### src/rtl/dppg_pkg.sv
package dppg_pkg;
  typedef enum logic [1:0] {
    MD_DUAL  = 2'b00,
    MD_PRESC = 2'b01,
    MD_RSVD  = 2'b10,
    MD_JOIN  = 2'b11
  } mode_e;

  typedef struct packed {
    logic       ie;
    logic       uf;
    logic       imode;
    logic [1:0] pcs;
    logic [1:0] md;
    logic       spare;
  } ctrl_t;

  localparam logic [2:0] ADDR_CTRL = 3'd0;
  localparam int         NCH       = 2;
  localparam int         NPH       = 2;
endpackage

### src/rtl/dppg_prescale.sv
module dppg_prescale #(
  parameter int STEP = 2,
  parameter int NSEL = 4,
  localparam int SW   = $clog2(NSEL),
  localparam int CNTW = STEP * (NSEL - 1)
) (
  input  logic          clk_i,
  input  logic          rst_ni,
  input  logic [SW-1:0] sel_i,
  output logic          tick_o
);
  logic [CNTW-1:0] cnt_q;
  logic [NSEL-1:0] tick_v;

  always_ff @(posedge clk_i or negedge rst_ni) begin
    if (!rst_ni) cnt_q <= '0;
    else         cnt_q <= cnt_q + 1'b1;
  end

  for (genvar g = 0; g < NSEL; g++) begin : g_tap
    localparam int LW = STEP * g;
    if (LW == 0) begin : g_full
      assign tick_v[g] = 1'b1;
    end else begin : g_div
      assign tick_v[g] = &cnt_q[LW-1:0];
    end
  end

  assign tick_o = tick_v[sel_i];

  p_div4_gap_r4: assert property (@(posedge clk_i) disable iff (!rst_ni)
    (tick_o && sel_i == SW'(1) && $stable(sel_i)) |=> (!tick_o || sel_i != SW'(1)));
endmodule

### src/rtl/dppg_chan.sv
module dppg_chan #(
  parameter int W = 8
) (
  input  logic         clk_i,
  input  logic         rst_ni,
  input  logic         tick_i,
  input  logic         hold_i,
  input  logic         load_i,
  input  logic         load_hi_i,
  input  logic [W-1:0] lo_i,
  input  logic [W-1:0] hi_i,
  output logic [W-1:0] cnt_o,
  output logic         zero_o,
  output logic         uf_o,
  output logic         level_o
);
  logic [W-1:0] cnt_q;
  logic         lvl_q;

  assign zero_o  = (cnt_q == '0);
  assign uf_o    = tick_i & zero_o & ~hold_i & ~load_i;
  assign cnt_o   = cnt_q;
  assign level_o = lvl_q;

  always_ff @(posedge clk_i or negedge rst_ni) begin
    if (!rst_ni) begin
      cnt_q <= '0;
      lvl_q <= 1'b0;
    end else if (load_i) begin
      cnt_q <= load_hi_i ? hi_i : lo_i;
      lvl_q <= load_hi_i;
    end else if (uf_o) begin
      cnt_q <= lvl_q ? lo_i : hi_i;
      lvl_q <= ~lvl_q;
    end else if (tick_i) begin
      cnt_q <= cnt_q - 1'b1;
    end
  end

  p_toggle_r3: assert property (@(posedge clk_i) disable iff (!rst_ni)
    uf_o |=> (level_o != $past(level_o)));

  p_wrap_hold_r6: assert property (@(posedge clk_i) disable iff (!rst_ni)
    (tick_i && hold_i && zero_o && !load_i) |=> (cnt_o == '1 && $stable(level_o)));
endmodule

### src/rtl/dppg_ctrl.sv
module dppg_ctrl
  import dppg_pkg::*;
(
  input  logic       clk_i,
  input  logic       rst_ni,
  input  logic       we_i,
  input  logic [7:0] wdata_i,
  input  logic       set_i,
  output ctrl_t      ctrl_o,
  output logic       irq_o
);
  ctrl_t wr_w;
  logic  ie_q, uf_q, im_q, sp_q;
  logic [1:0] pcs_q, md_q;

  assign wr_w = ctrl_t'(wdata_i);

  always_ff @(posedge clk_i or negedge rst_ni) begin
    if (!rst_ni) begin
      ie_q  <= 1'b0;
      im_q  <= 1'b0;
      pcs_q <= '0;
      md_q  <= '0;
      sp_q  <= 1'b0;
    end else if (we_i) begin
      ie_q  <= wr_w.ie;
      im_q  <= wr_w.imode;
      pcs_q <= wr_w.pcs;
      md_q  <= wr_w.md;
      sp_q  <= wr_w.spare;
    end
  end

  // event beats software clear
  always_ff @(posedge clk_i or negedge rst_ni) begin
    if (!rst_ni)                uf_q <= 1'b0;
    else if (set_i)             uf_q <= 1'b1;
    else if (we_i && !wr_w.uf)  uf_q <= 1'b0;
  end

  always_comb begin
    ctrl_o.ie    = ie_q;
    ctrl_o.uf    = uf_q;
    ctrl_o.imode = im_q;
    ctrl_o.pcs   = pcs_q;
    ctrl_o.md    = md_q;
    ctrl_o.spare = sp_q;
  end

  assign irq_o = ie_q & uf_q;

  p_set_wins_r10: assert property (@(posedge clk_i) disable iff (!rst_ni)
    set_i |=> ctrl_o.uf);

  p_clear_r9: assert property (@(posedge clk_i) disable iff (!rst_ni)
    (we_i && !wdata_i[6] && !set_i) |=> !ctrl_o.uf);

  p_keep_r9: assert property (@(posedge clk_i) disable iff (!rst_ni)
    (we_i && wdata_i[6] && !set_i) |=> (ctrl_o.uf == $past(ctrl_o.uf)));
endmodule

### src/rtl/dual_ppg.sv
module dual_ppg
  import dppg_pkg::*;
#(
  parameter int W    = 8,
  parameter int STEP = 2,
  parameter int NSEL = 4
) (
  input  logic         clk_i,
  input  logic         rst_ni,
  input  logic         wr_en_i,
  input  logic [2:0]   wr_addr_i,
  input  logic [W-1:0] wr_data_i,
  output logic [7:0]   ctrl_o,
  output logic [1:0]   pulse_o,
  output logic         irq_o
);
  localparam int SW = $clog2(NSEL);

  ctrl_t ctrl_w;
  mode_e mode_w;
  logic  tick_w, join_w, presc_w, uf16_w;
  logic  [NCH-1:0] zero_w, uf_w, lvl_w, tick_ch_w;
  logic  [NCH-1:0][W-1:0] cnt_w;
  logic  [NCH-1:0][NPH-1:0][W-1:0] rel_q;

  // reload bank: address 1 + 2*channel + phase (phase 0 low, 1 high)
  always_ff @(posedge clk_i or negedge rst_ni) begin
    if (!rst_ni) begin
      rel_q <= '0;
    end else if (wr_en_i) begin
      for (int c = 0; c < NCH; c++) begin
        for (int p = 0; p < NPH; p++) begin
          if (wr_addr_i == 3'(1 + NPH * c + p)) rel_q[c][p] <= wr_data_i;
        end
      end
    end
  end

  dppg_ctrl u_ctrl (
    .clk_i   (clk_i),
    .rst_ni  (rst_ni),
    .we_i    (wr_en_i && wr_addr_i == ADDR_CTRL),
    .wdata_i (wr_data_i[7:0]),
    .set_i   (uf16_w | uf_w[0]),
    .ctrl_o  (ctrl_w),
    .irq_o   (irq_o)
  );

  dppg_prescale #(.STEP(STEP), .NSEL(NSEL)) u_presc (
    .clk_i  (clk_i),
    .rst_ni (rst_ni),
    .sel_i  (SW'(ctrl_w.pcs)),
    .tick_o (tick_w)
  );

  assign mode_w  = mode_e'(ctrl_w.md);
  assign join_w  = (mode_w == MD_JOIN);
  assign presc_w = (mode_w == MD_PRESC);
  assign uf16_w  = join_w & tick_w & zero_w[0] & zero_w[1];

  always_comb begin
    tick_ch_w[0] = tick_w;
    if (join_w)       tick_ch_w[1] = tick_w & zero_w[0];
    else if (presc_w) tick_ch_w[1] = uf_w[0];
    else              tick_ch_w[1] = tick_w;
  end

  for (genvar c = 0; c < NCH; c++) begin : g_ch
    dppg_chan #(.W(W)) u_chan (
      .clk_i     (clk_i),
      .rst_ni    (rst_ni),
      .tick_i    (tick_ch_w[c]),
      .hold_i    (join_w),
      .load_i    (uf16_w),
      .load_hi_i (~lvl_w[0]),
      .lo_i      (rel_q[c][0]),
      .hi_i      (rel_q[c][1]),
      .cnt_o     (cnt_w[c]),
      .zero_o    (zero_w[c]),
      .uf_o      (uf_w[c]),
      .level_o   (lvl_w[c])
    );
  end

  assign ctrl_o  = ctrl_w;
  assign pulse_o = join_w ? {lvl_w[0], lvl_w[0]} : lvl_w;

  p_join_sync_r6: assert property (@(posedge clk_i) disable iff (!rst_ni)
    uf16_w |=> (lvl_w[1] == lvl_w[0]));

  p_join_load_r6: assert property (@(posedge clk_i) disable iff (!rst_ni)
    uf16_w |=> ({cnt_w[1], cnt_w[0]} == ($past(lvl_w[0])
      ? {$past(rel_q[1][0]), $past(rel_q[0][0])}
      : {$past(rel_q[1][1]), $past(rel_q[0][1])})));
endmodule

### config.mk
export PLATFORM = sky130hd
export DESIGN_NAME = dual_ppg
export DESIGN_NICKNAME = d
export VERILOG_FILES = /design/src/rtl/dppg_pkg.sv /design/src/rtl/dppg_prescale.sv /design/src/rtl/dppg_chan.sv /design/src/rtl/dppg_ctrl.sv /design/src/rtl/dual_ppg.sv
export SDC_FILE = /design/constraint.sdc
export NUM_CORES = 1
export LEC_CHECK = 0
export BUFFER_PORTS_ARGS = -buffer_cell sky130_fd_sc_hd__buf_2
export CORE_ASPECT_RATIO = 1.75
export CORE_UTILIZATION = 58
export DETAILED_ROUTE_END_ITERATION = 7
export PLACE_DENSITY_LB_ADDON = 0.3
export SLEW_MARGIN = 15
export SYNTH_ARGS = -nofsm -noshare
export SYNTH_HDL_FRONTEND = slang
export SYNTH_SLANG_ARGS = --single-unit
### constraint.sdc
create_clock -name clk_i -period 3.1 [get_ports clk_i]
set_input_delay 0.155 -clock clk_i [delete_from_list [all_inputs] [get_ports clk_i]]
set_output_delay 0.155 -clock clk_i [all_outputs]
set_load 0.05 [all_outputs]
* After elaboration in Yosys (flattened, before gate mapping)
Cells that the tools add are included.
** Operators by class
- Add/sub/neg operators :: 3
- $lt $le $gt $ge :: 1
- Eq/ne operators :: 6
- Muxes and demuxes :: 20
- Bitwise operators :: 15
- Reduce and logical (&&, ||, !) cells :: 18
** Operator list (number)
- 8-bit two-way mux :: 9
- 8-bit logical NOT :: 2
- 8-bit by 1-bit subtractor with 8-bit output (second input constant) :: 2
- 1-bit bitwise AND :: 10
- 2-bit AND reduction :: 5
- 1-bit two-way mux :: 9
- 6-bit by 1-bit adder with 6-bit output (second input constant) :: 1
- 3-bit by 2-bit == test with 1-bit output (second input constant) :: 2
- 6-bit AND reduction :: 1
- 2-bit nonzero test :: 3
- 3-bit nonzero test :: 2
- 1-bit inverter :: 4
- 4-bit AND reduction :: 1
- 3-bit by 1-bit == test with 1-bit output (second input constant) :: 1
- 3-bit == test (second input constant) :: 1
- 3-bit logical NOT :: 1
- 2-bit by 3-bit < comparator with 1-bit output (second input constant) :: 1
- 1-bit binary-select mux with 2-bit select :: 1
- 2-bit by 1-bit == test with 1-bit output (second input constant) :: 1
- 2-bit == test (second input constant) :: 1
- 1-bit logical AND :: 2
- 2-bit two-way mux :: 1
- 1-bit logical NOT :: 1
- 1-bit OR :: 1
** Word-level totals
- Flip-flop bits (word level) :: 64
- Input port bits :: 14
- Output and inout bits :: 11
- Word-level logic and storage cells :: 78

* Depth between registers and ports, before layout
Gate-level depths: netlist (run 1).
- Word-level depth :: 15
- Mapped depth :: 8
- Mapped depth without buffers :: 7

* By module
Synthesis (run 1) repeated with hierarchy kept, for this count alone.
** Unflattened totals
- Cells, all modules :: 327
- Area, all modules :: 3786.1 um^2
** By module, submodules not included
- dppg_chan :: instances 2, cells each 99, area each 904.6 um^2, seq. area each 225.2 um^2
- dual_ppg :: instances 1, cells each 84, area each 1356.3 um^2, seq. area each 800.8 um^2
- dppg_ctrl :: instances 1, cells each 23, area each 366.6 um^2, seq. area each 200.2 um^2
- dppg_prescale :: instances 1, cells each 22, area each 254.0 um^2, seq. area each 150.1 um^2

* Worst setup path after synthesis (run 1)
Ideal clock, no wire load.
- Kind :: flip-flop to flip-flop
- Start :: register u_ctrl.pcs_q[1]
- End :: register g_ch[0].u_chan.cnt_q[6]
- Library setup time :: 0.125 ns
- Arrival time :: 2.182 ns
- Required time :: 2.975 ns
- Setup slack :: 0.794 ns
- Cell stages (with the launch flop) :: 6
- Buffers on the path :: 0
- Period minus slack after synthesis :: 2.306 ns
- Cell sequence :: dfrtp_1 > o21ba_2 > a311o_1 > or2_2 > nor4b_1 > mux2_2
** Between the ends
- Word-level cells in the longest chain between the ends :: 9
- Elaborated cells between the ends (all ways) :: 12
- Those cells by class :: mux (4); bitwise (7); reduce/logical (1)
** RTL lines
- start, declared :: RTL line dppg_ctrl.sv:14 : logic [1:0] pcs_q, md_q;
- start signal, assigned :: RTL line dppg_ctrl.sv:28 : pcs_q <= wr_w.pcs;
- 1-bit binary-select mux with 2-bit select (*) :: RTL line dppg_prescale.sv:29 : assign tick_o = tick_v[sel_i];
- 1-bit two-way mux (not written as such) (*) :: RTL line dppg_prescale.sv:29
- 1-bit bitwise AND (3 in series) :: RTL line dual_ppg.sv:59 : assign uf16_w = join_w & tick_w & zero_w[0] & zero_w[1];
- 1-bit inverter :: RTL line dppg_chan.sv:21 : assign uf_o = tick_i & zero_o & ~hold_i & ~load_i;
- 1-bit bitwise AND :: RTL line dppg_chan.sv:21
- 8-bit two-way mux :: RTL line dppg_chan.sv:32 : end else if (uf_o) begin
- 8-bit two-way mux :: RTL line dppg_chan.sv:29 : end else if (load_i) begin
- end signal, assigned :: RTL line dppg_chan.sv:30 : cnt_q <= load_hi_i ? hi_i : lo_i;
- end signal, assigned :: RTL line dppg_chan.sv:33 : cnt_q <= lvl_q ? lo_i : hi_i;
- end signal, assigned :: RTL line dppg_chan.sv:36 : cnt_q <= cnt_q - 1'b1;
- end, declared :: RTL line dppg_chan.sv:17 : logic [W-1:0] cnt_q;
Every way passes the cells marked *; elsewhere a longest branch is shown, timed or not. The select of a mux whose other input is x is not followed.
A chain may end at the register's enable or synchronous reset.

* Worst setup path after layout (run 1)
- Start :: register g_ch[1].u_chan.cnt_q[3]
- End :: register g_ch[0].u_chan.cnt_q[1]
** Between the ends
- Word-level cells in the longest chain between the ends :: 6
- Elaborated cells between the ends (all ways) :: 7
- Those cells by class :: mux (2); bitwise (3); reduce/logical (2)
** RTL lines
- start, declared :: RTL line dppg_chan.sv:17
- start signal, assigned :: RTL line dppg_chan.sv:30
- start signal, assigned :: RTL line dppg_chan.sv:33
- start signal, assigned :: RTL line dppg_chan.sv:36
- 8-bit logical NOT (*) :: RTL line dppg_chan.sv:20 : assign zero_o = (cnt_q == '0);
- 1-bit bitwise AND (*) :: RTL line dual_ppg.sv:59
- 1-bit inverter :: RTL line dppg_chan.sv:21
- 1-bit bitwise AND :: RTL line dppg_chan.sv:21
- 8-bit two-way mux :: RTL line dppg_chan.sv:32
- 8-bit two-way mux :: RTL line dppg_chan.sv:29
Every way passes the cells marked *; elsewhere a longest branch is shown, timed or not.

==> results of run 1 <==
==> registers in the layout, summed over array words and instances, names as in the netlist <==
register and count:
rel_q 32, g_ch.u_chan.cnt_o 16, u_presc.cnt_q 6, g_ch.u_chan.level_o 2
u_ctrl.md_q 2, u_ctrl.pcs_q 2, u_ctrl.ie_q 1, u_ctrl.im_q 1
u_ctrl.sp_q 1, u_ctrl.uf_q 1
==> timing repair <==
action / in CTS / in global routing
resized for setup: 0 / 0
hold endpoints to repair: 22 / 0
hold buffers: 1 / 0
==> layout make-up <==
cell class	count	area share [%]
clock buffers	12	4.52
clock inverters	4	2.05
inverters	9	0.925
multi-input cells	191	42.0
flip-flops and latches	64	43.8
well taps	74	2.53
repair buffers	28	4.18
==> layer usage <==
layer | track usage [%] | vias up
li1 | - | 1044
met1 | 28.8 | 1126
met2 | 45.4 | 51
met3 | 5.26 | 22
met4 | 16.8 | 0
met5 | 0 | -
==> through the flow <==
step / worst slack, ns / instance area (um^2)
final: 0.584 / 3650
after global routing: 0.479 / 3650
after CTS: 0.593 / 3650
after detailed placement: 0.624 / 3400
after global placement: 0.647 / 3400
after floorplan: 0.794 / 3240
==> path summary, 6_finish.rpt <==
check | cells after the start | slack [ns] | start | end
max in group asynchronous | 3 | 1.84 | rst_ni | rel_q[14]$_DFFE_PN0P_
min | 2 | 0.11 | wr_data_i[7] | rel_q[23]$_DFFE_PN0P_
min in group asynchronous | 2 | 0.32 | rst_ni | rel_q[8]$_DFFE_PN0P_
max | 5 | 0.58 | g_ch[1].u_chan.cnt_o[3]$_DFFE_PN0P_ | g_ch[0].u_chan.cnt_o[1]$_DFFE_PN0P_
min reg2reg | 1 | 0.47 | u_presc.cnt_q[0]$_DFF_PN0_ | u_presc.cnt_q[0]$_DFF_PN0_
max reg2reg | 5 | 0.58 | g_ch[1].u_chan.cnt_o[3]$_DFFE_PN0P_ | g_ch[0].u_chan.cnt_o[1]$_DFFE_PN0P_
==> placed cells by master, fill, tap and decap left out, drive strengths merged, types with 2 or more instances in the layout <==
cell	synthesis	final
dfrtp	64	64
mux2	51	51
buf	7	27
nand2	21	21
mux2i	18	18
o21ai	17	17
nor2	12	12
clkbuf	7	12
inv	9	9
nand3	7	7
a21oi	7	7
a22oi	6	6
xor2	5	5
xnor2	4	4
nor3	4	4
ha	4	4
nor4	4	4
and2	3	3
and3	2	2
o21ba	2	2
or4	2	2
nand2b	2	2
a21o	2	2
a32o	2	2
o22a	2	2
a31oi	2	2
clkinvlp	0	2
bufinv	0	2
==> logic make-up (layout without fill, tap and decap cells) <==
logic type / after synthesis / in the layout / share of synthesized area, %
flops: 64 / 64 / 49.4
fa+ha+maj: 4 / 4 / 1.54
simple gates: 63 / 63 / 10.5
compound gates: 46 / 46 / 9.53
buf+inv: 23 / 53 / 3.39
xor+xnor: 9 / 9 / 2.43
mux: 69 / 69 / 23.3
==> worst max-delay path, delay by kind of cell (launching register included) <==
| family | cells | cell delay [ns] |
|---|---|---|
| AOI/OAI and AO/OA | 2 | 0.58 |
| DFF | 1 | 0.44 |
| muxes | 1 | 0.39 |
| and+or+nand+nor | 2 | 1.03 |
==> report_power, final <==
| part | internal [W] | switching (W) | total (W) | leakage (nW) |
|---|---|---|---|---|
| Sequential | 0.00106 | 0.000289 | 0.00135 | 0.768 |
| Combinational | 0.000473 | 0.000527 | 0.00100 | 0.734 |
| Clock | 0.000518 | 0.000321 | 0.000839 | 0.115 |
==> flow_metrics.env, run 1 <==
export IMPL_status="completed"
export IMPL_cts_num_sinks=64
export IMPL_relSlewSlack_pct=33.9
export IMPL_design_die_area_mm2=0.00591
export IMPL_ys_top_cells_by_count="dfrtp_1 (64), mux2_2 (51), nand2_1 (21)"
export IMPL_cts_root_buf="clkbuf_8"
export IMPL_ys_flop_type="dfrtp_1"
export IMPL_min_period_ns=2.52
export IMPL_antenna_found_initial=0
export IMPL_grt_overflow=0
export IMPL_multiInputGateArea_mm2=0.00153
export IMPL_final_util_pct=68.4
export IMPL_synth_edf_count=0
export IMPL_via_per_inst=5.87
export IMPL_async_flop_share_pct=100
export IMPL_hold_class="in -> reg"
export IMPL_ys_ff_latch=64
export IMPL_ioPinCount=25
export IMPL_worst_ep_required_time_ns=3.36
export IMPL_critPathLaunchType="flop"
export IMPL_finalNetCount=321
export IMPL_routed_wl_um=6720
export IMPL_critPathSlowestCell="or4_4"
export IMPL_synth_most_common_cell="dfrtp_1"
export IMPL_clk_latency_ns=0.34
export IMPL_track_usage_pct=26.4
export IMPL_final_cell_count_no_fill=382
export IMPL_synth_top_area_cell="dfrtp_1"
export IMPL_antenna_cells=0
export IMPL_cts_buffer_depth=2
export IMPL_grt_pass1_wl_um=11100
export IMPL_ys_seq_area_share_pct=49.4
export IMPL_dr_total_vias=2243
export IMPL_cp_end_kind="flop"
export IMPL_wl_met3_um=193
export IMPL_drt_first_pass_iters=4
export IMPL_path_class="reg -> reg"
export IMPL_cts_htree_levels=3
export IMPL_regArea_mm2=0.00160
export IMPL_rsz0062_at_grt="false"
export IMPL_synth_area_leaders="dfrtp_1 (49%), mux2_2 (18%), mux2i_1 (5.6%)"
export IMPL_max_cap_violations=0
export IMPL_syn_inst=278
export IMPL_synth_area_mm2=0.00324
export IMPL_cts_tree="built"
export IMPL_cellLeakagePower_nw=1.62
export IMPL_die_x_um=58.5
export IMPL_setup_tns_ns=0
export IMPL_ant_nets=0
export IMPL_fmax_mhz=397
export IMPL_worstMarginPinSlew_ns=0.991
export IMPL_num_rows=35
export IMPL_max_stage_delay_ns=0.60
export IMPL_cts_inserted_buffers=9
export IMPL_ir_drop_mv=0.437
export IMPL_final_layout_size_suffix_gt1_share_pct=33.8
export IMPL_gp_congestion=0.880
export IMPL_syn_avg_cell_area_um2=11.7
export IMPL_dpl_hpwl_um=4560
export IMPL_finClkSkew_ns=0.00666
export IMPL_path_clk_slew_ns=0.07
export IMPL_crit_chain="or4_4, or3_4, a21oi_2, mux2_2, o21ai_0"
export IMPL_setup_viol=0
export IMPL_p_total_w=0.00319
export IMPL_yosysTopAreaCellShare_pct=49.4
export IMPL_post_cts_buffers=0
export IMPL_drcViolationCount=0
export IMPL_dieHeight_um=101
export IMPL_highest_layer="met4"
export IMPL_hold_viol=0
export IMPL_routedWlPerCell_um=17.6
export IMPL_fill_cells=419
export IMPL_fin_crit_sh_pct=81.2
export IMPL_ys_warn_count=0
export IMPL_core_area_mm2=0.00534
export IMPL_syn_nets=296
export IMPL_portBuffers=24
export IMPL_maxSlewViolCount=0
export IMPL_arrival_ns=2.77
export IMPL_grt_pass1_vias=2339
export IMPL_syn_to_final_growth_pct=12.6
export IMPL_drtIter0Drc=96
export IMPL_dp_cells=365
export IMPL_start_util_pct=60.7
export IMPL_synth_cell_type_count=43
export IMPL_grt_start_max_net_pins=43
export IMPL_dr_wl_met2_um=3610
export IMPL_worstPathMaxFanout=11
export IMPL_route_layer_met1_wl_um=2610
export IMPL_power_density_mw_per_mm2=874
export IMPL_whs_ns=0.109
Power figures use the tool's default switching activity.
==> inputs of run 2 (changes only) <==
CORE_UTILIZATION = 54   (was 58)
clock period = 2.2 ns   (was 3.1 ns; I/O delays follow)
==> run 2 against run 1 <==
  * Cell count rose by 6.0%
  * Maximum frequency up 16%
  * Clock skew up 0.0049 ns
  * Critical path type unchanged
  * Global-route usage decreased by 1.7 points
  * Register-to-register slack got worse by 0.55 ns
  * Critical path depth is the same
  * Count of clock-buffer cells in the layout unchanged
  * Sequential power increased by 34%
==> flow_metrics.env, run 2 (synthesis gave the netlist of run 1 again) <==
export IMPL_dpl_cell_area_mm2=0.00357
export IMPL_max_cap_violations=0
export IMPL_cts_num_sinks=64
export IMPL_p_total_w=0.00445
export IMPL_grt_start_max_net_pins=49
export IMPL_dieHeight_um=105
export IMPL_drcViolationCount=0
export IMPL_cts_root_buf="clkbuf_8"
export IMPL_core_area_mm2=0.00583
export IMPL_pre_cts_slack_ns=0.0514
export IMPL_fmax_mhz=461
export IMPL_hold_class="in -> reg"
export IMPL_ioPinCount=25
export IMPL_top_register="rel_q"
export IMPL_antenna_found_initial=0
export IMPL_critPathLaunchType="flop"
export IMPL_arrival_ns=2.40
export IMPL_final_common_cell="dfrtp_1"
export IMPL_syn_to_final_growth_pct=16.7
export IMPL_maxSlewViolCount=0
export IMPL_dpl_hpwl_um=4990
export IMPL_multiInputGateArea_mm2=0.00155
export IMPL_start_util_pct=55.6
export IMPL_power_density_mw_per_mm2=1170
export IMPL_relSlewSlack_pct=66.1
export IMPL_final_layout_size_suffix_gt1_share_pct=38.2
export IMPL_path_class="reg -> reg"
export IMPL_grt_pass1_wl_um=11200
export IMPL_path_clk_slew_ns=0.07
export IMPL_portBuffers=24
export IMPL_cts_htree_levels=3
export IMPL_worstPathMaxFanout=5
export IMPL_cts_buffer_depth=2
export IMPL_cp_end_kind="flop"
export IMPL_routed_wl_um=6800
export IMPL_finClkSkew_ns=0.0115
export IMPL_track_usage_pct=24.6
export IMPL_setup_slack_ns=0.0292
export IMPL_rsz0062_at_grt="true"
export IMPL_drtIter0Drc=103
export IMPL_min_period_ns=2.17
export IMPL_cellLeakagePower_nw=1.70
export IMPL_grt_overflow=0
export IMPL_drt_first_pass_iters=4
export IMPL_finalNetCount=340
export IMPL_antenna_cells=0
export IMPL_dr_wl_met2_um=3760
export IMPL_routedWlPerCell_um=16.8
export IMPL_grt_pass1_vias=2410
export IMPL_worst_ep_required_time_ns=2.43
export IMPL_fin_crit_sh_pct=98.7
export IMPL_mostFrequentLayoutCells="dfrtp_1 (62), mux2_2 (51), buf_2 (24)"
export IMPL_num_rows=37
export IMPL_status="completed"
export IMPL_hold_viol=0
export IMPL_fill_cells=498
export IMPL_cts_tree="built"
export IMPL_post_cts_buffers=0
export IMPL_final_design_area_no_fill_mm2=0.00378
export IMPL_die_x_um=60.6
export IMPL_highest_layer="met4"
export IMPL_largest_reg_flops=32
export IMPL_dr_total_vias=2293
export IMPL_worstMarginPinSlew_ns=0.507
export IMPL_setup_viol=0
export IMPL_gp_congestion=0.947
export IMPL_regArea_mm2=0.00160
export IMPL_ir_drop_mv=0.615
export IMPL_ant_nets=0
export IMPL_cts_inserted_buffers=9
export IMPL_wl_met3_um=154
export IMPL_design_die_area_mm2=0.00633
export IMPL_clk_latency_ns=0.35
export IMPL_route_layer_met1_wl_um=2600
export IMPL_via_per_inst=5.66
==> run 2: cell count changes in the layout (fill, tap and decap cells not counted), moves of 2 or more <==
| cell | before | now |
|---|---|---|
| clkbuf_8 | 12 | 10 |
| clkinvlp_4 | 2 | 0 |
| clkinv_2 | 0 | 3 |
| buf_4 | 3 | 21 |
| dfrtp_2 | 0 | 2 |
| clkbuf_1 | 0 | 2 |
| dfrtp_1 | 64 | 62 |
==> run 2: path summary, 6_finish.rpt <==
path	start	endpoint	slack [ns]	depth (start not counted)
worst max-delay path	g_ch[1].u_chan.cnt_o[3]$_DFFE_PN0P_	g_ch[1].u_chan.cnt_o[0]$_DFFE_PN0P_	0.03	5
worst min-delay path	wr_data_i[0]	rel_q[8]$_DFFE_PN0P_	0.05	2
worst max register to register	g_ch[1].u_chan.cnt_o[3]$_DFFE_PN0P_	g_ch[1].u_chan.cnt_o[0]$_DFFE_PN0P_	0.03	5
worst min register to register	u_presc.cnt_q[5]$_DFF_PN0_	u_presc.cnt_q[5]$_DFF_PN0_	0.48	1
max in group asynchronous	rst_ni	g_ch[0].u_chan.cnt_o[2]$_DFFE_PN0P_	1.37	3
min in group asynchronous	rst_ni	u_ctrl.im_q$_DFFE_PN0P_	0.24	2
==> run 2: metrics by stage <==
stage	instances	hold slack, ns	util [%]	setup TNS (ns)
2_1_floorplan	278	-0.186	-	-0.00921
3_3_place_gp	388	0.0493	61.1	0
3_5_place_dp	388	0.0635	61.1	0
4_1_cts	405	0.0276	64.6	0
5_1_grt	405	0.0549	64.9	-0.0418
6_report	405	0.0490	64.9	0
==> run 2: critical path: stages (launching register included) <==
cell and delay (ns):
dfrtp_1 0.38, or4_4 0.54, or3_4 0.39, or4_4 0.47, a22oi_2 0.17, a31oi_1 0.10
==> run 2: final cells by class <==
cell class	count	share of cell area, %
timing repair buffer	47	8.13
tap	78	2.58
multi-input combinational	191	41.0
clock inverter	4	1.19
inverter	9	0.893
sequential	64	42.4
clock buffer	12	3.83
==> run 2: repair_timing <==
item	4_1_cts	5_1_grt
hold buffers	1	0
resized for setup	0	3
endpoints found under the hold margin	16	0
endpoints found under the setup margin	0	6
==> run 2: routing by layer <==
layer | GRT usage [%] | vias to the layer above
met2 | 41.1 | 38
li1 | - | 1081
met4 | 16.2 | 0
met5 | 0 | -
met3 | 4.58 | 20
met1 | 27.1 | 1154
==> run 2: power breakdown <==
group          switching [W]  total, W  internal (W)
Sequential          0.000301   0.00181       0.00150
Combinational       0.000885   0.00166      0.000773
Clock               0.000434  0.000983      0.000549
